File: src/rtl/mxb_pkg.sv
package mxb_pkg;
  localparam int AD_W     = 16;
  localparam int ADDR_W   = 24;
  localparam int NARROW_W = 8;
  localparam int UP_W     = ADDR_W - AD_W;
  localparam int CNT_W    = 4;

  typedef enum logic [2:0] {
    PH_IDLE, PH_AHI, PH_AHI_GAP, PH_ALO, PH_ALO_GAP, PH_STB, PH_HOLD, PH_DONE
  } phase_t;

  typedef struct packed {
    logic [ADDR_W-1:0] addr;
    logic [AD_W-1:0]   wdata;
    logic              write;
    logic              wide;
    logic [CNT_W-1:0]  ale_n;
    logic [CNT_W-1:0]  wait_n;
    logic [CNT_W-1:0]  hold_n;
  } xfer_t;
endpackage

File: src/rtl/mxb_req_latch.sv
module mxb_req_latch
  import mxb_pkg::*;
(
  input  logic  clk,
  input  logic  rst_n,
  input  logic  accept,
  input  xfer_t inc,
  output xfer_t cur
);
  always_ff @(posedge clk) begin
    if (!rst_n)      cur <= '0;
    else if (accept) cur <= inc;
  end
endmodule

File: src/rtl/mxb_cycle_timer.sv
module mxb_cycle_timer #(
  parameter int W = 4
) (
  input  logic         clk,
  input  logic         rst_n,
  input  logic         load,
  input  logic [W-1:0] load_val,
  output logic         expired
);
  logic [W-1:0] cnt;

  always_ff @(posedge clk) begin
    if (!rst_n)          cnt <= '0;
    else if (load)       cnt <= load_val;
    else if (cnt != '0)  cnt <= cnt - 1'b1;
  end

  assign expired = (cnt == '0);
endmodule

File: src/rtl/mxb_phase_fsm.sv
module mxb_phase_fsm
  import mxb_pkg::*;
(
  input  logic             clk,
  input  logic             rst_n,
  input  logic             accept,
  input  logic             inc_wide,
  input  logic [CNT_W-1:0] inc_ale,
  input  logic [CNT_W-1:0] cur_ale,
  input  logic [CNT_W-1:0] cur_wait,
  input  logic [CNT_W-1:0] cur_hold,
  input  logic             expired,
  output phase_t           phase,
  output logic             load,
  output logic [CNT_W-1:0] load_val
);
  phase_t nxt;

  always_comb begin
    nxt      = phase;
    load     = 1'b0;
    load_val = '0;
    unique case (phase)
      PH_IDLE: if (accept) begin
        nxt      = inc_wide ? PH_ALO : PH_AHI;
        load     = 1'b1;
        load_val = inc_ale;
      end
      PH_AHI: if (expired) begin
        nxt  = PH_AHI_GAP;
        load = 1'b1;
      end
      PH_AHI_GAP: begin
        nxt      = PH_ALO;
        load     = 1'b1;
        load_val = cur_ale;
      end
      PH_ALO: if (expired) begin
        nxt  = PH_ALO_GAP;
        load = 1'b1;
      end
      PH_ALO_GAP: begin
        nxt      = PH_STB;
        load     = 1'b1;
        load_val = cur_wait;
      end
      PH_STB: if (expired) begin
        load = 1'b1;
        if (cur_hold != '0) begin
          nxt      = PH_HOLD;
          load_val = cur_hold - 1'b1;
        end else begin
          nxt = PH_DONE;
        end
      end
      PH_HOLD: if (expired) nxt = PH_DONE;
      PH_DONE: nxt = PH_IDLE;
      default: nxt = PH_IDLE;
    endcase
  end

  always_ff @(posedge clk) begin
    if (!rst_n) phase <= PH_IDLE;
    else        phase <= nxt;
  end


  done_then_idle_chk: assert property (@(posedge clk) disable iff (!rst_n)
    (phase == PH_DONE) |=> (phase == PH_IDLE));
endmodule

File: src/rtl/mxb_pin_drive.sv
module mxb_pin_drive
  import mxb_pkg::*;
(
  input  logic              clk,
  input  logic              rst_n,
  input  phase_t            phase,
  input  logic [ADDR_W-1:0] addr,
  input  logic [AD_W-1:0]   wdata,
  input  logic              write,
  input  logic              wide,
  output logic [AD_W-1:0]   ad_out,
  output logic              ad_oe,
  output logic              ale,
  output logic              rd_n,
  output logic              wr_n
);
  logic [AD_W-1:0] upper_word;
  logic [AD_W-1:0] data_word;
  logic            data_phase;

  assign upper_word = {{(AD_W-UP_W){1'b0}}, addr[ADDR_W-1:AD_W]};
  assign data_word  = wide ? wdata : {{(AD_W-NARROW_W){1'b0}}, wdata[NARROW_W-1:0]};
  assign data_phase = (phase == PH_STB) || (phase == PH_HOLD);

  always_comb begin
    unique case (phase)
      PH_AHI, PH_AHI_GAP: ad_out = upper_word;
      PH_ALO, PH_ALO_GAP: ad_out = addr[AD_W-1:0];
      PH_STB, PH_HOLD:    ad_out = write ? data_word : '0;
      default:            ad_out = '0;
    endcase
  end

  assign ad_oe = (phase == PH_AHI) || (phase == PH_AHI_GAP) ||
                 (phase == PH_ALO) || (phase == PH_ALO_GAP) ||
                 (data_phase && write);
  assign ale   = (phase == PH_AHI) || (phase == PH_ALO);
  assign rd_n  = !((phase == PH_STB) && !write);
  assign wr_n  = !((phase == PH_STB) && write);


  no_strobe_in_ale_chk: assert property (@(posedge clk) disable iff (!rst_n)
    ale |-> (rd_n && wr_n));

  one_strobe_chk: assert property (@(posedge clk) disable iff (!rst_n)
    $countones({!rd_n, !wr_n}) <= 1);

  read_release_chk: assert property (@(posedge clk) disable iff (!rst_n)
    !rd_n |-> !ad_oe);
endmodule

File: src/rtl/mxbus_master.sv
module mxbus_master
  import mxb_pkg::*;
(
  input  logic                  clk,
  input  logic                  rst_n,
  input  logic                  req_valid,
  output logic                  req_ready,
  input  logic [ADDR_W-1:0]     req_addr,
  input  logic [AD_W-1:0]       req_wdata,
  input  logic                  req_write,
  input  logic                  req_wide,
  input  logic [CNT_W-1:0]      cfg_ale,
  input  logic [CNT_W-1:0]      cfg_wait,
  input  logic [CNT_W-1:0]      cfg_hold,
  output logic                  rsp_done,
  output logic [AD_W-1:0]       rsp_rdata,
  output logic [AD_W-1:0]       bus_ad_out,
  output logic                  bus_ad_oe,
  input  logic [AD_W-1:0]       bus_ad_in,
  output logic                  bus_ale,
  output logic                  bus_rd_n,
  output logic                  bus_wr_n
);
  xfer_t            inc, cur;
  phase_t           phase;
  logic             accept, expired, load;
  logic [CNT_W-1:0] load_val;

  assign req_ready = (phase == PH_IDLE);
  assign accept    = req_valid && req_ready;
  assign rsp_done  = (phase == PH_DONE);

  assign inc = '{addr: req_addr, wdata: req_wdata, write: req_write, wide: req_wide,
                 ale_n: cfg_ale, wait_n: cfg_wait, hold_n: cfg_hold};

  mxb_req_latch u_latch (
    .clk(clk), .rst_n(rst_n), .accept(accept), .inc(inc), .cur(cur)
  );

  mxb_cycle_timer #(.W(CNT_W)) u_timer (
    .clk(clk), .rst_n(rst_n), .load(load), .load_val(load_val), .expired(expired)
  );

  mxb_phase_fsm u_fsm (
    .clk(clk), .rst_n(rst_n), .accept(accept),
    .inc_wide(req_wide), .inc_ale(cfg_ale),
    .cur_ale(cur.ale_n), .cur_wait(cur.wait_n), .cur_hold(cur.hold_n),
    .expired(expired), .phase(phase), .load(load), .load_val(load_val)
  );

  mxb_pin_drive u_pins (
    .clk(clk), .rst_n(rst_n), .phase(phase),
    .addr(cur.addr), .wdata(cur.wdata), .write(cur.write), .wide(cur.wide),
    .ad_out(bus_ad_out), .ad_oe(bus_ad_oe), .ale(bus_ale),
    .rd_n(bus_rd_n), .wr_n(bus_wr_n)
  );

  // Read capture on the edge that ends the read strobe.
  always_ff @(posedge clk) begin
    if (!rst_n)
      rsp_rdata <= '0;
    else if ((phase == PH_STB) && expired && !cur.write)
      rsp_rdata <= cur.wide ? bus_ad_in
                            : {{(AD_W-NARROW_W){1'b0}}, bus_ad_in[NARROW_W-1:0]};
  end


  rdata_on_rd_edge_chk: assert property (@(posedge clk) disable iff (!rst_n)
    !$stable(rsp_rdata) |-> $past(!bus_rd_n));

  done_single_chk: assert property (@(posedge clk) disable iff (!rst_n)
    rsp_done |=> !rsp_done);

  done_then_ready_chk: assert property (@(posedge clk) disable iff (!rst_n)
    rsp_done |=> req_ready);
endmodule

File: config.mk
export PLATFORM = sky130hd
export DESIGN_NAME = mxbus_master
export DESIGN_NICKNAME = d
export VERILOG_FILES = /design/src/rtl/mxb_pkg.sv /design/src/rtl/mxb_req_latch.sv /design/src/rtl/mxb_cycle_timer.sv /design/src/rtl/mxb_phase_fsm.sv /design/src/rtl/mxb_pin_drive.sv /design/src/rtl/mxbus_master.sv
export SDC_FILE = /design/constraint.sdc
export NUM_CORES = 1
export LEC_CHECK = 0
export ABC_AREA = 0
export CELL_PAD_IN_SITES_DETAIL_PLACEMENT = 0
export CELL_PAD_IN_SITES_GLOBAL_PLACEMENT = 1
export CORE_UTILIZATION = 39
export DETAILED_ROUTE_END_ITERATION = 10
export PLACE_DENSITY_LB_ADDON = 0.1
export SYNTH_ARGS = -nofsm -noshare
export SYNTH_HDL_FRONTEND = slang
export SYNTH_HIERARCHICAL = 1
export SYNTH_SLANG_ARGS = --single-unit
File: constraint.sdc
create_clock -name clk -period 4.79 [get_ports clk]
set_input_delay 0.958 -clock clk [delete_from_list [all_inputs] [get_ports clk]]
set_output_delay 0.958 -clock clk [all_outputs]
set_load 0.03 [all_outputs]
After elaboration in Yosys (flattened, before gate mapping)
Index checks and enable logic that the tools add are counted.
W data, S select, Z words.

word-level totals
  bits in writable memories = 0
  bits in latches = 0
  output and inout port bits = 38
  input port bits = 73
  memories = 0
  memory bits (read-only) = 0
  register bits after elaboration = 77
  word-level logic and storage cells = 71

operators by class
  reduce and logical (&&, ||, !) cells = 26
  muxes and demuxes = 21
  multipliers = 0
  magnitude comparators = 0
  equality and inequality tests = 12
  add/sub/neg operators = 2
  shift operators = 0
  bitwise gates (word level) = 0
  divide/modulo/power cells = 0

operator list
  cell                   number
  $mux W16               3
  $pmux W16 S3           1
  $pmux W3 S8            1
  $mux W4                5
  $pmux W4 S4            1
  $mux W3                5
  $eq A3 B3 Y1 const B   4
  $ne A2 B2 Y1 const B   4
  $reduce_bool A4 Y1     2
  $reduce_or A2 Y1       4
  $sub A4 B1 Y4 const B  2
  $eq A3 B2 Y1 const B   2
  $logic_and A1 B1 Y1    6
  $logic_or A1 B1 Y1     6
  $reduce_and A5 Y1      1
  $logic_not A4 Y1       1
  $eq A3 B1 Y1 const B   1
  $logic_not A1 Y1       3
  $logic_not A3 Y1       1
  $mux W1                3
  $pmux W1 S3            1
  $reduce_or A3 Y1       1
  $mux W2                1
  $ne A2 B1 Y1 const B   1
  $reduce_bool A2 Y1     1

Longest topological paths before layout
Gate-level depths: netlist (run 1).

  depth after elaboration = 5
  gate-level depth with buffers = 7
  gate-level depth less buffers = 7

By module
Netlist (run 1), hierarchy kept.

modules (own cells, without submodules)
  module           sequential area each (um^2)  area an instance (um^2)  cells each  times used
  mxb_req_latch    1081.0                       2089.5                   173         1
  mxbus_master     320.3                        690.7                    74          1
  mxb_pin_drive    0.0                          516.7                    68          1
  mxb_phase_fsm    60.1                         414.1                    51          1
  mxb_cycle_timer  80.1                         230.2                    23          1

Worst setup path before layout (run 1)
OpenSTA, ideal clock, no wires.

  kind = register to output
  start point = register u_fsm.phase[0]
  end point = output port bus_ad_out[10]
  slack = 2050 ps
  stages on the path, launching flop included = 5
  arrival time = 1782 ps
  required time = 3832 ps
  path buffers = 1
  cells stage by stage = dfxtp_1 -> buf_4 -> nor2b_1 -> a21o_1 -> a22o_1

between the ends
  cells in the longest elaborated chain, start to end = 3
  elaborated cells between the ends (all ways) = 10
  classes of those cells = eq/ne: 6; mux: 1; reduce/logical: 3

RTL lines
  item                                        RTL line             RTL
  from (decl)                                 mxb_phase_fsm.sv:13  output phase_t phase,
  from (signal assigned)                      mxb_phase_fsm.sv:64  else phase <= nxt;
  $eq A3 B3 Y1, or another cell as far along  mxb_pin_drive.sv:26  unique case (phase)
  $reduce_or A2 Y1                            mxb_pin_drive.sv:26
  $pmux W16 S3 (*)                            mxb_pin_drive.sv:26
  to (decl)                                   mxbus_master.sv:17   output logic [AD_W-1:0] bus_ad_out,

Mark *: on every way between the ends. The rest lies on a longest branch, timed or not.

Final worst setup path (run 1)
  start point = register u_fsm.phase[1]
  end point = output port bus_ad_out[9]

Same word-level chain as after synthesis.

==> results_dict.tcl, run 1 <==
set metrics [dict create \
    post_synth_num_cell_types 53 \
    yosys.area_share.adder 0.009524 \
    setup-tns-final_ps 0 \
    grt-ovfl-total 0 \
    tritoncts "yes" \
    clock_buffers_created_by_tritoncts 9 \
    initial_core_util 0.4032 \
    instance_count_of_the_mapped_netlist 389 \
    synth_async_sr_flop_share 0 \
    cp-endpoint "bus_ad_out[9]" \
    postSynthRegisterBits 77 \
    seq_area_frac_synth 0.3911 \
    initialDrtViolationCount 139 \
    dp_worst_slack_ps 1351 \
    cts.path.max_buffers 2 \
    crit-reg2reg-capture "u_fsm/phase[1]$_SDFFE_PN0P_" \
    post_synth_mux_area_share 0.2010 \
    cts-resized-gates 0 \
    setup-violations-final 0 \
    cp-startpoint "u_fsm/phase[1]$_SDFFE_PN0P_" \
    worstSetupEndpointType "output port" \
    total_leakage_power_nw 1.886 \
    post_synth_edffs 0 \
    cp-start-kind "flip-flop" \
    tritoncts_num_sinks 77 \
    place_congestion 0.7132 \
    synth_warnings 6 \
    max_cap_viol_count 0 \
    die_w_um 102.5 \
    core_region_area_mm2 0.009774 \
    peakVddDrop_mv 0.3583 \
    rows 36 \
    globalRouteTotalUtil 0.1755 \
    worst-endpoint-required_ps 3830 \
    main_combinational_cell_family_by_area_after_synthesis "simple AND/OR/NAND/NOR gates" \
    dp.final_hpwl_um 6184 \
    die_area_mm2 0.01051 \
    detailedRoute.firstPassIterationCount 4 \
    period_share 0.7956 \
    final-max-slew-violation-count 0 \
    hold_class "reg2reg" \
    port-buffer-count 110 \
    grt_pass1_wl_um 14250 \
    whs_path_depth 2 \
    cts.hold.buffers_added 0 \
    routed_wirelength_um 8934 \
    routed-via-count 3057 \
    syn_area_per_cell_um2 10.13 \
    wl_per_cell_um 14.34 \
    crit_path_max_fanout 26 \
    remaining_drc_errors 0 \
    net_count_after_synthesis 465 \
    rsz0062_at_grt "no" \
    worst_setup_margin_ps 979.1 \
    post_synthesis_simple_gate_area_fraction 0.2133 \
    regToRegStartpoint "u_fsm/phase[1]$_SDFFE_PN0P_" \
    yosys_most_used_dff "sky130_fd_sc_hd__dfxtp_1" \
    critPathKind "reg2out" \
    cts.repair_timing.setup_buffer_count 0 \
    die_h_um 102.5 \
    timing.critical_path.arrival_ps 2850 \
    layout-drive-gt1-share 0.07347 \
    critical-path-slowest-cell "sky130_fd_sc_hd__dfxtp_1" \
    min_period_ps 3811 \
    power_density_mw_per_mm2 440.6 \
    antenna_found_initial 0 \
    worst_slew_margin_rel 0.3720 \
    crit_chain "xor2_1 -> and4_1 -> a22o_1 -> clkdlybuf4s50_1" \
    finalHoldViolations 0 \
    clock-skew-final_ps 3.935 \
    via_per_inst 4.907 \
    tightestPinTransition_ps 940.7 \
    synth-compound-area-share 0.1019 \
    grt_start_max_net_pins 63 \
    clk-insertion-delay-late_ps 340 \
    clock.fmax_ghz 0.2624 \
    reg2regPathDepth 7 \
    num_antenna_cells 0 \
    synth_xor_xnor_area_share 0.01111 \
    bufs_and_invs_on_worst_path 1 \
    netlist_area_mm2 0.003941 \
    postRouteAntennaNets 0 \
    timing.critical_path.depth 4 \
    cp_slowest_stage_delay_ps 950 \
    syn_to_final_growth_pct 31.71 \
    floorplan.io_pins 111 \
    cts.root.buffer_cell "sky130_fd_sc_hd__clkbuf_8" \
    run_status "completed" \
    final_nets 561 \
    worst_setup_hold_path_clk_slew_ps 80 \
    r2r_setup_slk_ps 1930 \
    cp_top_family "flip-flops" \
    htree_num_levels 3 \
    first_global_vias 2870 \
    utilization 0.5311 \
]
-- per-stage QoR --
stage | area, µm² | power (mW) | hold slack (ps) | std cells
2_1_floorplan | 3941 | 1.581 | 473.8 | 389
3_3_place_gp | 4976 | 1.756 | 441.4 | 607
3_5_place_dp | 4976 | 1.770 | 448.9 | 607
4_1_cts | 5191 | 2.318 | 461.0 | 623
5_1_grt | 5191 | 2.440 | 475.6 | 623
6_report | 5191 | 2.287 | 459.5 | 623
-- kinds of logic after synthesis --
family	count (synthesis)
flip-flops	77
XOR/XNOR	5
buffers and inverters	35
AND/OR/NAND/NOR	136
adder cells (fa/ha/maj)	3
multiplexers	79
AO/OA/AOI/OAI	54
-- worst register-to-register path: cells and delay by family (launching register included) --
kind / cells / cell delay [ps]
simple gates: 3 / 970
flops: 1 / 620
buf+inv: 2 / 930
compound gates: 2 / 300
-- cells in the mapped netlist (all sizes together), types with 2 or more instances --
library cell,count,area share
nand4b,4,0.012
nor3,4,0.0063
a22o,8,0.018
and3b,2,0.0051
or3,2,0.0032
buf,17,0.055
o221ai,3,0.0067
xnor2,4,0.0089
clkbuf,12,0.011
nor2,3,0.0048
o21ai,6,0.0086
mux2i,78,0.20
a22oi,3,0.0057
and3,4,0.0079
inv,6,0.0057
a221o,7,0.018
nand2b,3,0.0048
and2b,2,0.0041
nand3,14,0.018
nor3b,3,0.011
a211oi,7,0.013
nor2b,58,0.092
ha,3,0.0095
a21oi,12,0.015
dfxtp,77,0.39
nand2,32,0.030
-- sequential cells by signal, summed over array words and instances, names as in the netlist --
name,cells
rsp_rdata,16
u_fsm/phase,3
u_latch/cur,54
u_timer/cnt,4
-- final cells by class --
class / count / area, µm²
tap: 133 / 166.4
fill: 947 / 4583
clock inverter: 5 / 83.83
sequential: 77 / 1543
clock buffer: 11 / 131.4
multi-input combinational: 277 / 2118
timing repair buffer: 114 / 1126
inverter: 6 / 22.52
-- power breakdown --
part / switching, mW / total, mW / leakage [nW] / internal (mW)
clock: 0.242 / 0.538 / 0.100 / 0.296
sequential: 0.134 / 0.877 / 0.630 / 0.742
combinational: 0.435 / 0.873 / 1.16 / 0.438
-- worst min path at each step --
stage | startpoint | endpoint
5_1_grt | rsp_rdata[2]$_SDFFE_PN0P_ | rsp_rdata[2]$_SDFFE_PN0P_
3_3_place_gp | rsp_rdata[8]$_SDFFE_PN0P_ | rsp_rdata[8]$_SDFFE_PN0P_
3_5_place_dp | rsp_rdata[12]$_SDFFE_PN0P_ | rsp_rdata[12]$_SDFFE_PN0P_
4_1_cts | rsp_rdata[12]$_SDFFE_PN0P_ | rsp_rdata[12]$_SDFFE_PN0P_
2_1_floorplan | u_latch/cur[18]$_SDFFE_PN0P_ | u_latch/cur[18]$_SDFFE_PN0P_
6_report | rsp_rdata[12]$_SDFFE_PN0P_ | rsp_rdata[12]$_SDFFE_PN0P_
-- placed cells by master (no fill, tap or decap), types with 2 or more instances in the layout --
cell / count
sky130_fd_sc_hd__o21ai_1: 2
sky130_fd_sc_hd__and3b_2: 2
sky130_fd_sc_hd__dfxtp_1: 76
sky130_fd_sc_hd__nor2_1: 2
sky130_fd_sc_hd__nand3_1: 14
sky130_fd_sc_hd__a21oi_1: 12
sky130_fd_sc_hd__nor2b_1: 58
sky130_fd_sc_hd__inv_1: 6
sky130_fd_sc_hd__a221o_1: 7
sky130_fd_sc_hd__mux2i_1: 78
sky130_fd_sc_hd__xnor2_1: 4
sky130_fd_sc_hd__o21ai_0: 3
sky130_fd_sc_hd__clkdlybuf4s50_1: 109
sky130_fd_sc_hd__buf_4: 4
sky130_fd_sc_hd__nand2_1: 32
sky130_fd_sc_hd__a22oi_1: 3
sky130_fd_sc_hd__a211oi_1: 7
sky130_fd_sc_hd__a22o_1: 8
sky130_fd_sc_hd__o221ai_1: 3
sky130_fd_sc_hd__and3_1: 2
sky130_fd_sc_hd__nand2b_1: 3
sky130_fd_sc_hd__ha_1: 3
sky130_fd_sc_hd__nand4b_2: 2
sky130_fd_sc_hd__bufinv_16: 2
sky130_fd_sc_hd__nor3b_4: 2
sky130_fd_sc_hd__clkbuf_1: 2
sky130_fd_sc_hd__clkbuf_8: 9
sky130_fd_sc_hd__nand4b_1: 2
sky130_fd_sc_hd__clkinvlp_4: 2
sky130_fd_sc_hd__or3_1: 2
sky130_fd_sc_hd__nor3_1: 3
-- routing by layer --
| layer | vias to the layer above | share of wire | global-route usage |
|---|---|---|---|
| met3 | 8 | 0.047 | 0.03593 |
| li1 | 1571 | - | - |
| met1 | 1406 | 0.47 | 0.2340 |
| met4 | 0 | 0.0097 | 0.06264 |
| met5 | - | 0 | 0 |
| met2 | 72 | 0.48 | 0.2810 |
(Power assumes the default switching activity.)
==> inputs of run 2 (changes only) <==
Settings changed: CORE_UTILIZATION 39 to 33.
Clock period 4.79 ns to 3.5 ns, I/O delays scaled along.
==> run 2 against run 1 <==
Net effect: flip-flop and latch count is the same; the flow now finishes with violations (design-rule violations); cell count grew 2.1%; worst hold slack lost 5.2 ps; via count grew 0.72%; highest routed layer unchanged; register-to-register slack lost 940 ps; critical path type unchanged; clock-buffer cell count is the same; setup slack lost 570 ps; sequential power grew 35%; global-route usage shrank 1.7 points; sequential share of layout area shrank 0.72 points.
==> results_dict.tcl, run 2 (same netlist as run 1, synthesis figures left out) <==
set metrics [dict create \
    floorplan.io_pins 111 \
    first_global_vias 2960 \
    globalRouteTotalUtil 0.1587 \
    layout_commonest_cell "sky130_fd_sc_hd__clkdlybuf4s50_1" \
    nFillCells 1109 \
    die_h_um 111.3 \
    die_w_um 111.3 \
    initialDrtViolationCount 140 \
    routed_wirelength_um 9542 \
    worst_slew_margin_rel 0.5685 \
    cts.root.buffer_cell "sky130_fd_sc_hd__clkbuf_16" \
    syn_to_final_growth_pct 34.98 \
    worst_setup_hold_path_clk_slew_ps 70 \
    hold_class "reg2reg" \
    die_area_mm2 0.01238 \
    run_status "finished, violations left" \
    routed-via-count 3079 \
    timing.critical_path.arrival_ps 2390 \
    grt_pass1_wl_um 15670 \
    final_nets 564 \
    cts.hold.buffers_added 0 \
    setup-violations-final 0 \
    cp-start-kind "flip-flop" \
    crit_path_max_fanout 19 \
    grt_start_max_net_pins 42 \
    place_congestion 0.7443 \
    cp_slowest_stage_delay_ps 740 \
    crit_chain "xor2_1 -> and3_4 -> a221o_1 -> clkdlybuf4s50_1" \
    remaining_drc_errors 16 \
    cts.repair_timing.setup_buffer_count 0 \
    mostFrequentLayoutCells "sky130_fd_sc_hd__clkdlybuf4s50_1, sky130_fd_sc_hd__mux2i_1, sky130_fd_sc_hd__dfxtp_1" \
    fin_total_pwr_mw 3.422 \
    initial_core_util 0.3422 \
    rows 39 \
    worstSetupEndpointType "output port" \
    min_period_ps 3090 \
    via_per_inst 4.841 \
    power_density_mw_per_mm2 643.3 \
    register_bank_with_the_most_flops "u_latch/cur" \
    failed_checks "design-rule violations" \
    period_share 0.8829 \
    grt-ovfl-total 0 \
    clk-insertion-delay-late_ps 330 \
    htree_num_levels 3 \
    final_area_mm2 0.005320 \
    placedInstanceArea_mm2 0.005004 \
    wl_per_cell_um 15.00 \
    biggestRegsByFlops "u_latch/cur (54), rsp_rdata (16), u_timer/cnt (4)" \
    postRouteAntennaNets 0 \
    peakVddDrop_mv 0.3547 \
    port-buffer-count 110 \
    max_cap_viol_count 0 \
    cts.path.max_buffers 2 \
    tritoncts "yes" \
    critPathKind "reg2out" \
    largest_register_ffs 54 \
    dp.final_hpwl_um 6649 \
    final-max-slew-violation-count 0 \
    total_leakage_power_nw 1.967 \
    clock.fmax_ghz 0.3236 \
    core_region_area_mm2 0.01152 \
    finalHoldViolations 0 \
    critical-path-slowest-cell "sky130_fd_sc_hd__dfxtp_1" \
    cts-resized-gates 0 \
    detailedRoute.firstPassIterationCount 8 \
    layout-drive-gt1-share 0.09533 \
    setup-tns-final_ps 0 \
    clock_buffers_created_by_tritoncts 9 \
    worst-endpoint-required_ps 2800 \
    tritoncts_num_sinks 77 \
    utilization 0.4620 \
    clock-skew-final_ps 9.961 \
    antenna_found_initial 0 \
    tightestPinTransition_ps 646.3 \
    rsz0062_at_grt "no" \
    num_antenna_cells 0 \
]
## run 2: final timing paths
| kind | from | endpoint | slack, ps | cells after the start |
|---|---|---|---|---|
| worst max-delay path | u_fsm/phase[1]$_SDFFE_PN0P_ | bus_ad_out[1] | 410 | 4 |
| worst min-delay path | rsp_rdata[2]$_SDFFE_PN0P_ | rsp_rdata[2]$_SDFFE_PN0P_ | 450 | 2 |
| worst max register to register | u_fsm/phase[1]$_SDFFE_PN0P_ | u_timer/cnt[2]$_SDFFE_PN0P_ | 990 | 8 |
| worst min register to register | rsp_rdata[2]$_SDFFE_PN0P_ | rsp_rdata[2]$_SDFFE_PN0P_ | 450 | 2 |
## run 2: metrics by stage
step           hold WS [ps]  worst slack (ps)  instances
2_1_floorplan         473.8              1018        389
3_3_place_gp          441.1             833.1        620
3_5_place_dp          447.8             750.9        620
4_1_cts               457.2             382.3        636
5_1_grt               474.9             238.9        636
6_report              454.2             409.9        636
## run 2: layer usage
metal	vias up	routed length [µm]	global-route usage
li1	1579	-	-
met1	1417	4610	0.2150
met2	75	4336	0.2442
met3	8	521	0.04319
met4	0	74	0.04865
met5	-	0	0
## run 2: report_power, final
group	total, mW	switching, mW	internal [mW]
clock network	0.999	0.371	0.628
registers	1.18	0.160	1.02
logic	1.25	0.632	0.615
total	3.42	1.16	2.26
## run 2: cell type report
class	count	area (µm²)	share of cell area
clock inverter	5	83.83	0.01576
multi-input combinational	277	2118	0.3982
inverter	6	22.52	0.004233
clock buffer	11	232.7	0.04374
timing repair buffer	117	1141	0.2145
tap	143	178.9	0.03363
sequential	77	1543	0.2900
## run 2: worst max-delay path, delay by kind of cell (launching register included)
kind            cells  cell delay, ps
flops               1             740
xor+xnor            1             230
simple gates        1             260
compound gates      1             160
buf+inv             1             670
